===== src/rtl/lmfPkg.sv =====
package lmfPkg;
  localparam int ENTRIES    = 6;
  localparam int ADDR_W     = 40;
  localparam int REG_W      = 5;
  localparam int FMT_W      = 3;
  localparam int BLK_BYTES  = 32;
  localparam int WORD_BYTES = 8;

  localparam int OFF_W    = $clog2(BLK_BYTES);
  localparam int WORD_OFF = $clog2(WORD_BYTES);
  localparam int LOADS    = BLK_BYTES / WORD_BYTES;
  localparam int SLOT_W   = $clog2(LOADS);
  localparam int BLK_W    = ADDR_W - OFF_W;
  localparam int ID_W     = $clog2(ENTRIES);
  localparam int CNT_W    = $clog2(LOADS + 1);
  localparam int LINE_W   = BLK_BYTES * 8;
  localparam int WORD_W   = WORD_BYTES * 8;

  // strobes from control to datapath
  typedef struct packed {
    logic              alloc;
    logic              merge;
    logic [ID_W-1:0]   tgt;
    logic              fillTake;
    logic [ID_W-1:0]   drainId;
    logic [SLOT_W-1:0] drainIdx;
  } lmfStrobe_t;
endpackage


===== src/rtl/lmfData.sv =====
module lmfData
  import lmfPkg::*;
(
  input  logic                          clk,
  input  logic                          rstN,
  input  lmfStrobe_t                    strb,
  input  logic [ADDR_W-1:0]             missAddr,
  input  logic [REG_W-1:0]              missReg,
  input  logic [FMT_W-1:0]              missFmt,
  input  logic [ID_W-1:0]               reqId,
  input  logic [LINE_W-1:0]             fillData,
  output logic [ENTRIES-1:0]            blkHit,
  output logic [ENTRIES-1:0]            slotFree,
  output logic [ENTRIES-1:0][CNT_W-1:0] loadCnt,
  output logic [ADDR_W-1:0]             reqAddr,
  output logic [REG_W-1:0]              cmplReg,
  output logic [FMT_W-1:0]              cmplFmt,
  output logic [WORD_OFF-1:0]           cmplByte,
  output logic [WORD_W-1:0]             cmplData
);
  logic [BLK_W-1:0]    missBlk;
  logic [SLOT_W-1:0]   missSlot;
  logic [WORD_OFF-1:0] missByte;

  assign missBlk  = missAddr[ADDR_W-1:OFF_W];
  assign missSlot = missAddr[OFF_W-1:WORD_OFF];
  assign missByte = missAddr[WORD_OFF-1:0];

  logic [BLK_W-1:0]                  blkArr  [ENTRIES];
  logic [LOADS-1:0][REG_W-1:0]       regArr  [ENTRIES];
  logic [LOADS-1:0][FMT_W-1:0]       fmtArr  [ENTRIES];
  logic [LOADS-1:0][SLOT_W-1:0]      slotArr [ENTRIES];
  logic [LOADS-1:0][WORD_OFF-1:0]    byteArr [ENTRIES];

  for (genvar e = 0; e < ENTRIES; e++) begin : gEnt
    logic [BLK_W-1:0]               blk;
    logic [LOADS-1:0]               mask;
    logic [CNT_W-1:0]               cnt;
    logic [LOADS-1:0][REG_W-1:0]    lReg;
    logic [LOADS-1:0][FMT_W-1:0]    lFmt;
    logic [LOADS-1:0][SLOT_W-1:0]   lSlot;
    logic [LOADS-1:0][WORD_OFF-1:0] lByte;
    logic selAlloc, selMerge;

    assign selAlloc = strb.alloc && (strb.tgt == ID_W'(e));
    assign selMerge = strb.merge && (strb.tgt == ID_W'(e));

    always_ff @(posedge clk or negedge rstN) begin
      if (!rstN) begin
        blk   <= '0;
        mask  <= '0;
        cnt   <= '0;
        lReg  <= '0;
        lFmt  <= '0;
        lSlot <= '0;
        lByte <= '0;
      end else if (selAlloc) begin
        blk      <= missBlk;
        mask     <= LOADS'(1) << missSlot;
        cnt      <= CNT_W'(1);
        lReg[0]  <= missReg;
        lFmt[0]  <= missFmt;
        lSlot[0] <= missSlot;
        lByte[0] <= missByte;
      end else if (selMerge) begin
        mask[missSlot]            <= 1'b1;
        cnt                       <= cnt + CNT_W'(1);
        lReg[cnt[SLOT_W-1:0]]     <= missReg;
        lFmt[cnt[SLOT_W-1:0]]     <= missFmt;
        lSlot[cnt[SLOT_W-1:0]]    <= missSlot;
        lByte[cnt[SLOT_W-1:0]]    <= missByte;
      end
    end

    assign blkHit[e]   = (blk == missBlk);
    assign slotFree[e] = ~mask[missSlot];
    assign loadCnt[e]  = cnt;
    assign blkArr[e]   = blk;
    assign regArr[e]   = lReg;
    assign fmtArr[e]   = lFmt;
    assign slotArr[e]  = lSlot;
    assign byteArr[e]  = lByte;
  end

  logic [LINE_W-1:0] lineQ;

  always_ff @(posedge clk or negedge rstN) begin
    if (!rstN)              lineQ <= '0;
    else if (strb.fillTake) lineQ <= fillData;
  end

  logic [SLOT_W-1:0] outSlot;

  assign reqAddr  = {blkArr[reqId], {OFF_W{1'b0}}};
  assign outSlot  = slotArr[strb.drainId][strb.drainIdx];
  assign cmplReg  = regArr[strb.drainId][strb.drainIdx];
  assign cmplFmt  = fmtArr[strb.drainId][strb.drainIdx];
  assign cmplByte = byteArr[strb.drainId][strb.drainIdx];
  assign cmplData = lineQ[int'(outSlot)*WORD_W +: WORD_W];
endmodule


===== src/rtl/lmfCtrl.sv =====
module lmfCtrl
  import lmfPkg::*;
(
  input  logic                          clk,
  input  logic                          rstN,
  input  logic                          missValid,
  input  logic                          fillValid,
  input  logic [ID_W-1:0]               fillId,
  input  logic                          reqReady,
  input  logic [ENTRIES-1:0]            blkHit,
  input  logic [ENTRIES-1:0]            slotFree,
  input  logic [ENTRIES-1:0][CNT_W-1:0] loadCnt,
  output lmfStrobe_t                    strb,
  output logic                          missStall,
  output logic                          reqValid,
  output logic [ID_W-1:0]               reqId,
  output logic                          fillReady,
  output logic                          cmplValid,
  output logic [ENTRIES-1:0]            entValid
);
  localparam int QC_W = $clog2(ENTRIES + 1);

  logic [ENTRIES-1:0] validQ, filledQ, canMerge;
  logic               mergeHit, anyFree;
  logic [ID_W-1:0]    mergeId, freeId;
  logic               busyQ, drainLast, fillTake, fillIdOk;
  logic [ID_W-1:0]    drainIdQ;
  logic [SLOT_W-1:0]  drainIdxQ;

  assign fillIdOk = int'(fillId) < ENTRIES;
  assign fillTake = fillValid && !busyQ && fillIdOk &&
                    validQ[fillId] && !filledQ[fillId];

  for (genvar e = 0; e < ENTRIES; e++) begin : gMatch
    assign canMerge[e] = validQ[e] && !filledQ[e] && blkHit[e] && slotFree[e] &&
                         !(fillTake && (fillId == ID_W'(e)));
  end

  // lowest-index pick for merge target and free entry
  always_comb begin
    mergeHit = 1'b0;
    mergeId  = '0;
    anyFree  = 1'b0;
    freeId   = '0;
    for (int e = ENTRIES - 1; e >= 0; e--) begin
      if (canMerge[e]) begin
        mergeHit = 1'b1;
        mergeId  = ID_W'(e);
      end
      if (!validQ[e]) begin
        anyFree = 1'b1;
        freeId  = ID_W'(e);
      end
    end
  end

  always_comb begin
    strb.merge    = missValid && mergeHit;
    strb.alloc    = missValid && !mergeHit && anyFree;
    strb.tgt      = mergeHit ? mergeId : freeId;
    strb.fillTake = fillTake;
    strb.drainId  = drainIdQ;
    strb.drainIdx = drainIdxQ;
  end

  assign missStall = missValid && !mergeHit && !anyFree;
  assign drainLast = (CNT_W'(drainIdxQ) == loadCnt[drainIdQ] - CNT_W'(1));
  assign fillReady = !busyQ;
  assign cmplValid = busyQ;
  assign entValid  = validQ;

  always_ff @(posedge clk or negedge rstN) begin
    if (!rstN) begin
      validQ    <= '0;
      filledQ   <= '0;
      busyQ     <= 1'b0;
      drainIdQ  <= '0;
      drainIdxQ <= '0;
    end else begin
      if (strb.alloc) begin
        validQ[strb.tgt]  <= 1'b1;
        filledQ[strb.tgt] <= 1'b0;
      end
      if (fillTake) begin
        filledQ[fillId] <= 1'b1;
        busyQ           <= 1'b1;
        drainIdQ        <= fillId;
        drainIdxQ       <= '0;
      end else if (busyQ) begin
        if (drainLast) begin
          busyQ             <= 1'b0;
          validQ[drainIdQ]  <= 1'b0;
          filledQ[drainIdQ] <= 1'b0;
        end else begin
          drainIdxQ <= drainIdxQ + SLOT_W'(1);
        end
      end
    end
  end

  // request queue: entry ids in allocation order
  logic [ID_W-1:0] qMem [ENTRIES];
  logic [ID_W-1:0] headQ, tailQ;
  logic [QC_W-1:0] qCntQ;
  logic            push, pop;

  function automatic logic [ID_W-1:0] nextPtr(input logic [ID_W-1:0] p);
    return (p == ID_W'(ENTRIES - 1)) ? '0 : p + ID_W'(1);
  endfunction

  assign push     = strb.alloc;
  assign reqValid = (qCntQ != '0);
  assign reqId    = qMem[headQ];
  assign pop      = reqValid && reqReady;

  always_ff @(posedge clk) begin
    if (push) qMem[tailQ] <= strb.tgt;
  end

  always_ff @(posedge clk or negedge rstN) begin
    if (!rstN) begin
      headQ <= '0;
      tailQ <= '0;
      qCntQ <= '0;
    end else begin
      if (push) tailQ <= nextPtr(tailQ);
      if (pop)  headQ <= nextPtr(headQ);
      qCntQ <= qCntQ + QC_W'(push) - QC_W'(pop);
    end
  end
endmodule


===== src/rtl/loadMissFile.sv =====
module loadMissFile
  import lmfPkg::*;
(
  input  logic                clk,
  input  logic                rstN,
  input  logic                missValid,
  input  logic [ADDR_W-1:0]   missAddr,
  input  logic [REG_W-1:0]    missReg,
  input  logic [FMT_W-1:0]    missFmt,
  output logic                missStall,
  output logic                reqValid,
  input  logic                reqReady,
  output logic [ID_W-1:0]     reqId,
  output logic [ADDR_W-1:0]   reqAddr,
  input  logic                fillValid,
  input  logic [ID_W-1:0]     fillId,
  input  logic [LINE_W-1:0]   fillData,
  output logic                fillReady,
  output logic                cmplValid,
  output logic [REG_W-1:0]    cmplReg,
  output logic [FMT_W-1:0]    cmplFmt,
  output logic [WORD_OFF-1:0] cmplByte,
  output logic [WORD_W-1:0]   cmplData
);
  lmfStrobe_t                    strb;
  logic [ENTRIES-1:0]            blkHit, slotFree, entValid;
  logic [ENTRIES-1:0][CNT_W-1:0] loadCnt;

  lmfCtrl uCtrl (
    .clk       (clk),
    .rstN      (rstN),
    .missValid (missValid),
    .fillValid (fillValid),
    .fillId    (fillId),
    .reqReady  (reqReady),
    .blkHit    (blkHit),
    .slotFree  (slotFree),
    .loadCnt   (loadCnt),
    .strb      (strb),
    .missStall (missStall),
    .reqValid  (reqValid),
    .reqId     (reqId),
    .fillReady (fillReady),
    .cmplValid (cmplValid),
    .entValid  (entValid)
  );

  lmfData uData (
    .clk      (clk),
    .rstN     (rstN),
    .strb     (strb),
    .missAddr (missAddr),
    .missReg  (missReg),
    .missFmt  (missFmt),
    .reqId    (reqId),
    .fillData (fillData),
    .blkHit   (blkHit),
    .slotFree (slotFree),
    .loadCnt  (loadCnt),
    .reqAddr  (reqAddr),
    .cmplReg  (cmplReg),
    .cmplFmt  (cmplFmt),
    .cmplByte (cmplByte),
    .cmplData (cmplData)
  );
endmodule


===== config.mk =====
export PLATFORM = sky130hd
export DESIGN_NAME = loadMissFile
export DESIGN_NICKNAME = d
export VERILOG_FILES = /design/src/rtl/lmfPkg.sv /design/src/rtl/lmfData.sv /design/src/rtl/lmfCtrl.sv /design/src/rtl/loadMissFile.sv
export SDC_FILE = /design/constraint.sdc
export NUM_CORES = 2
export LEC_CHECK = 0
export ABC_CLOCK_PERIOD_IN_PS = 5120
export BUFFER_PORTS_ARGS = -buffer_cell sky130_fd_sc_hd__buf_2
export CAP_MARGIN = 20
export CORE_MARGIN = 4
export CORE_UTILIZATION = 40
export DETAILED_ROUTE_END_ITERATION = 10
export PLACE_DENSITY_LB_ADDON = 0.3
export SKIP_CTS_REPAIR_TIMING = 1
export SLEW_MARGIN = 20
export SYNTH_ARGS = -nofsm -noshare
export SYNTH_HDL_FRONTEND = slang
export SYNTH_SLANG_ARGS = --single-unit

===== constraint.sdc =====
create_clock -name clk -period 5.12 [get_ports clk]
set_clock_uncertainty 0.1 [all_clocks]
set_input_delay 0 -clock clk [delete_from_list [all_inputs] [get_ports clk]]
set_output_delay 0 -clock clk [all_outputs]
set_load 0.01 [all_outputs]

After elaboration in Yosys (flattened, before gate mapping):

Memory sizes are Yosys's and may differ from the RTL's.
Cells that the tools add are included.

* memories: 1
* output and inout bits: 122
* input port bits: 312
* memory bits (writable): 18
* bits in registers: 847
* word-level logic and storage cells: 527

Memory list
* uCtrl.qMem: depth 6, width 3, read ports 1, clocked after memory_dff 0, wr ports 1, RTL line lmfCtrl.sv:102 `logic [ID_W-1:0] qMem [ENTRIES];`

* shift operators: 2
* mux-type cells: 224
* bitwise logic cells: 27
* add/subtract/negate cells: 12
* magnitude comparators: 24
* reductions and logical operators: 94
* equality and inequality tests: 20

Operator list (count)
* $shiftx A256 B9 Y64: 1
* $eq A35 B35 Y1: 6
* $mux W3: 60
* $bwmux W12: 12
* $bwmux W20: 6
* $bmux W35 S3: 1
* $mux W5: 19
* $bmux W12 S3: 2
* $mux W35: 2
* $logic_and A1 B1 Y1: 61
* $bmux W20 S3: 1
* $demux W5 S2: 6
* $bwmux W8: 6
* $mux W12: 4
* $mux W4: 12
* $mux W6: 8
* $mux W2: 22
* $mux W20: 2
* $demux W3 S2: 6
* $mux W1: 29
* $add A3 B1 Y3 const B: 8
* $bmux W8 S3: 1
* $demux W2 S2: 6
* $lt A2 B3 Y1 const B: 8
* other kinds (35): 114

Logic depth before layout (Yosys ltp):

* depth in word-level cells: 26
* depth in mapped cells: 18
* gate-level depth less buffers: 11

Hierarchy:

A second synthesis with hierarchy kept.

* cells, all modules: 3477
* area, all modules: 43409.1 um^2

Modules (own cells, without submodules)
* lmfData: cells each 3232, seq. area each 20519.7 um^2, area an instance 40735.3 um^2, instances 1
* lmfCtrl: cells each 245, seq. area each 1216.2 um^2, area an instance 2673.8 um^2, instances 1

Worst setup path after synthesis:

OpenSTA, ideal clock, no wires.

* path type: register -> register
* start point: register uCtrl.drainIdQ[0]
* end point: register uCtrl.validQ[2] (netlist: uCtrl.entValid[2])
* clock period less this slack: 3833 ps
* cell stages (with the launch flop): 19
* arrival time: 3614 ps
* data required time: 4901 ps
* buffers on the path: 7
* setup slack: 1287 ps
* cells stage by stage: dfrtp_1 buf_2 buf_2 buf_2 buf_2 buf_2 buf_2 buf_2 mux2i_1 nor2_1 a21oi_1 nor2_1 a21oi_1 ha_1 xnor2_1 nor4_1 nor2b_1 nand2_1 o21a_1

* word-level cells in the longest chain between the ends: 9
* elaborated cells on any way between the ends: 14
* classes of those cells: add/sub (1); order compare (2); eq/ne (1); mux (7); bitwise (2); reduce/logical (1)

RTL lines
* from (decl): RTL line lmfCtrl.sv:27 `logic [ID_W-1:0] drainIdQ;`
* from (signal assigned): RTL line lmfCtrl.sv:87 `drainIdQ <= fillId;`
* parallel branches: the longest is 6 deep, another holds $sub A3 B1 Y3
* $mux W6 (*): RTL line lmfCtrl.sv:90 `if (drainLast) begin`
* $mux W6 (*): RTL line lmfCtrl.sv:89 `end else if (busyQ) begin`
* $mux W6 (*): RTL line lmfCtrl.sv:84 `if (fillTake) begin`
* to (signal assigned): RTL line lmfCtrl.sv:74 `validQ <= '0;`
* to (signal, indexed assignment): RTL line lmfCtrl.sv:81 `validQ[strb.tgt] <= 1'b1;`
* to (signal, indexed assignment): RTL line lmfCtrl.sv:92 `validQ[drainIdQ] <= 1'b0;`
* to (decl): RTL line lmfCtrl.sv:23 `logic [ENTRIES-1:0] validQ, filledQ, canMerge;`

Every way passes the cells marked *. The select of a mux whose other input is x is not followed.
A chain may end at the register's enable or synchronous reset.

Worst setup path in the final report:

* start point: register uCtrl.busyQ (netlist: uCtrl.cmplValid)
* end point: output port missStall

* word-level cells in the longest chain between the ends: 17
* elaborated cells on any way between the ends: 32
* classes of those cells: mux (6); reduce/logical (26)

RTL lines
* from (decl): RTL line lmfCtrl.sv:26 `logic busyQ, drainLast, fillTake, fillIdOk;`
* from (signal assigned): RTL line lmfCtrl.sv:76 `busyQ <= 1'b0;`
* from (signal assigned): RTL line lmfCtrl.sv:86 `busyQ <= 1'b1;`
* from (signal assigned): RTL line lmfCtrl.sv:91 `busyQ <= 1'b0;`
* $logic_not A1 Y1 (*): RTL line lmfCtrl.sv:31 `assign fillTake = fillValid && !busyQ && fillIdOk &&`
* $logic_and A1 B1 Y1 (*) (3 in series): RTL line lmfCtrl.sv:31
* $logic_and A1 B1 Y1 (*): RTL line lmfCtrl.sv:32 `validQ[fillId] && !filledQ[fillId];`
* $logic_and A1 B1 Y1: RTL line lmfCtrl.sv:36 `!(fillTake && (fillId == ID_W'(e)));`
* $logic_not A1 Y1: RTL line lmfCtrl.sv:36
* $logic_and A1 B1 Y1: RTL line lmfCtrl.sv:35 `assign canMerge[e] = validQ[e] && !filledQ[e] && blkHit[e] && slotFree[e] &&`
* $mux W1 (5 in series): RTL line lmfCtrl.sv:46 `if (canMerge[e]) begin`
* $mux W1 (*): RTL line lmfCtrl.sv:46
* $logic_not A1 Y1 (*): RTL line lmfCtrl.sv:66 `assign missStall = missValid && !mergeHit && !anyFree;`
* $logic_and A1 B1 Y1 (*) (2 in series): RTL line lmfCtrl.sv:66
* to (decl): RTL line loadMissFile.sv:10 `output logic missStall,`

Mark *: on every way between the ends. The rest lies on a longest branch, timed or not.

==> impl_results.md <==
* Status: complete, but fails checks
* Failing checks: negative hold slack
* Synth cell types at a little over 80
* Final hold slack at -17.6 ps
* GRT Residual Overflow at 0
* Buffers on Ports at roughly 430
* Min-delay src: fillData[145]
* Detail Placement HPWL at around 90000 um
* CTS Buffer Depth at 3
* Layout area overhead at 27.1%
* Gp weighted congestion at approximately 0.94
* CTS clk-pin slew, worst paths at approximately 70 ps
* # fillers at ~9000
* R2r endpoint: uData.gEnt[1].blk[7]
* Worst path arrival time at ~4400 ps
* F_max at about 0.22 GHz
* Fin crit share at 0.885
* Comb power frac at 0.432
* Reg2Reg Setup Slack at between 1000 and 1500 ps
* Vias at ~31000
* Area leader, netlist: dfrtp_1
* Root cell of the clock tree: clkbuf_16
* Post-synth top cells: dfrtp_1 (847), mux2_2 (721), nand2_1 (217), xnor2_1 (161), mux4_2 (113)
* H-Tree Depth at 3
* Maximum vdd drop at 0.495 mV
* Post-layout util at 0.515
* Crit path required time at roughly 5000 ps
* Ports at 434
* Final Hold Viols at 4
* First-pass GRT wire length at about 190000 um
* CTS buffer count at between 90 and 100
* Setup WS post-layout at between 500 and 600 ps
* Area of the core at around 100000 sq um
* Placed insts at 4900
* Synth Cell Area at between 40000 and 50000 sq um
* Fraction of layout cells with a size suffix above 1 at 0.376
* Kind of critical path: flip-flop to output port
* FF+latch count, synth at a little under 900
* Sequential-to-total area share from yosys stat at 0.515
* WL per Instance at 25.3 um
* DRC viols at 0
* Final Critical Period at approximately 4500 ps
* Worst-Margin Slew at 1010 ps
* First-iteration detailed-routing DRC count at between 2000 and 2500
* CTS tree: built
* Hold Path Cell Cnt at 3
* Post-DRT Antenna Nets at 0
* Worst r2r src: uData.gEnt[5].blk[1]
* Largest net degree at the start of global routing at between 100 and 150
* Reg power frac at 0.348
* Clock share of power at 0.220
* Pwr Total at 32300 uW
* Net switching power at between 10000 and 15000 uW
* # nets final at between 4000 and 5000
* DIE AREA at approximately 110000 sq um
* Synth top area share at 0.502
* Number of global-route vias before repair at between 20000 and 30000
* DRT Wirelength at between 100000 and 150000 um
* Relative slew slack at 0.320
* Post-Layout Cell Count at ~5500
* Worst Hold End: uData.lineQ[145]
* Overall Global Routing Usage at 0.230
* Count leader, synth: dfrtp_1
* Worst setup SP type: flip-flop
* Post-synth top flop: dfrtp_1
* Internal power at 20000 uW
* # clock sinks at roughly 870
* LEAKAGE at roughly 0.024 uW
* Clk Latency, worst-skew pair at just under 700 ps
* Die height at about 330 um
* RSZ-0062 raised after global routing: false
* Switch share at 0.379
* Total negative slack at 0 ps
* PD cells at about 600 nW/um^2
* Core Rows at about 120
* Ys async rst share at 0.979
* CP endpoint kind: output port
* Die W at approximately 330 um
* Worst slack, placed at approximately 940 ps
* TritonRoute pass-1 iters at 5
* Post-synth EDFFs at 18
* Final Max Tran Viols at 0
* Max Fanout on Critical Path at 8
* Top cells by area, synth: dfrtp_1 (50%), mux2_2 (19%), mux4_2 (6.0%), xnor2_1 (3.3%), mux2i_1 (2.6%)
* Via density at about 5.5
* Syn Inst Count at 3241
* Final setup viols at 0
* R2R cell count at 9
* Avg Inst Size Synth at approximately 13 sq um
* Synth warn at 0
* Hold/Removal Path Class: input port to flip-flop
* Max cap viols at 0
* Initial antenna violation count at 20
* Initial Utilization at 0.405
-- sequential cells by signal (all words and copies together), names as in the netlist, 24 cells and up --
signal and flops:
uData.byteArr 72, uData.gEnt.blk 210, uData.lineQ 256, uData.gEnt.lReg 120
uData.fmtArr 72, uData.gEnt.lSlot 48, uData.gEnt.mask 24
-- metrics by stage --
stage / area, sq um / hold slack [ps]
final: 53700 / -17.6
after global routing: 53700 / -44.8
after CTS: 49200 / -687
after detailed placement: 46000 / 32.7
after global placement: 46000 / 25.7
after floorplan: 42200 / -396
-- metal layers --
layer / vias up / GRT usage / wire [um]
li1: 13307 / - / -
met1: 15896 / 0.318 / 59100
met2: 1083 / 0.372 / 68100
met3: 292 / 0.0410 / 7460
met4: 4 / 0.0713 / 5280
met5: - / 0 / 22
-- worst max-delay path, stage by stage (launching register included) --
cell and delay [ps]:
dfrtp_1 440, nand4bb_1 320, nor3_1 660, a2111oi_0 190, nand4_1 230, nand2_1 250, nor2_2 420, nand2_1 140
nor3_1 790, buf_2 280
-- worst max-delay path by stage --
stage | from | end | slack (ps) | cells after the start
6_report | uCtrl.cmplValid | missStall | 590 | 9
4_1_cts | uCtrl.drainIdQ[1] | cmplData[19] | 720 | 10
2_1_floorplan | uCtrl.drainIdQ[0] | uCtrl.entValid[2] | 1290 | 18
3_5_place_dp | missAddr[3] | uData.gEnt[1].blk[7] | 940 | 9
3_3_place_gp | missAddr[3] | uData.gEnt[1].blk[6] | 910 | 9
5_1_grt | uCtrl.drainIdQ[1] | cmplData[58] | 480 | 10
-- power by group through the flow --
stage                     clock [uW]  combinational (uW)  sequential (uW)
final                           7100               13900            11300
after global routing            7530               14800            11500
after CTS                       7220               13600            11100
after detailed placement           0               13500            11200
after global placement             0               13400            11100
after floorplan                    0                9000            10400
-- cell families (layout without fill, tap and decap cells) --
kind of cell	after synthesis	after routing	share of synthesized area
compound gates	351	351	0.0520
fa+ha+maj	28	28	0.00847
simple gates	470	470	0.0541
other cells	1	24	0.0000888
mux	982	982	0.290
xor+xnor	226	226	0.0469
flops	865	865	0.515
buf+inv	318	1204	0.0341
-- cell type report --
class | count | area (sq um) | area share
Antenna cell | 19 | 47.5 | 0.000886
Clock buffer | 140 | 2800 | 0.0522
Clock inverter | 33 | 458 | 0.00853
Inverter | 76 | 285 | 0.00532
Multi-Input combinational cell | 2062 | 19200 | 0.357
Sequential cell | 865 | 21700 | 0.405
Tap cell | 1380 | 1730 | 0.0322
Timing Repair Buffer | 955 | 7430 | 0.139
-- cell usage in the layout, fill, tap and decap left out, types with 90 or more instances in the layout --
cell type,instances
a21oi_1,94
buf_2,427
clkbuf_16,97
dfrtp_1,844
dlygate4sd3_1,437
mux2_2,721
mux2i_1,110
mux4_2,113
nand2_1,215
o21ai_0,90
xnor2_1,161
(Power assumes the default switching activity.)
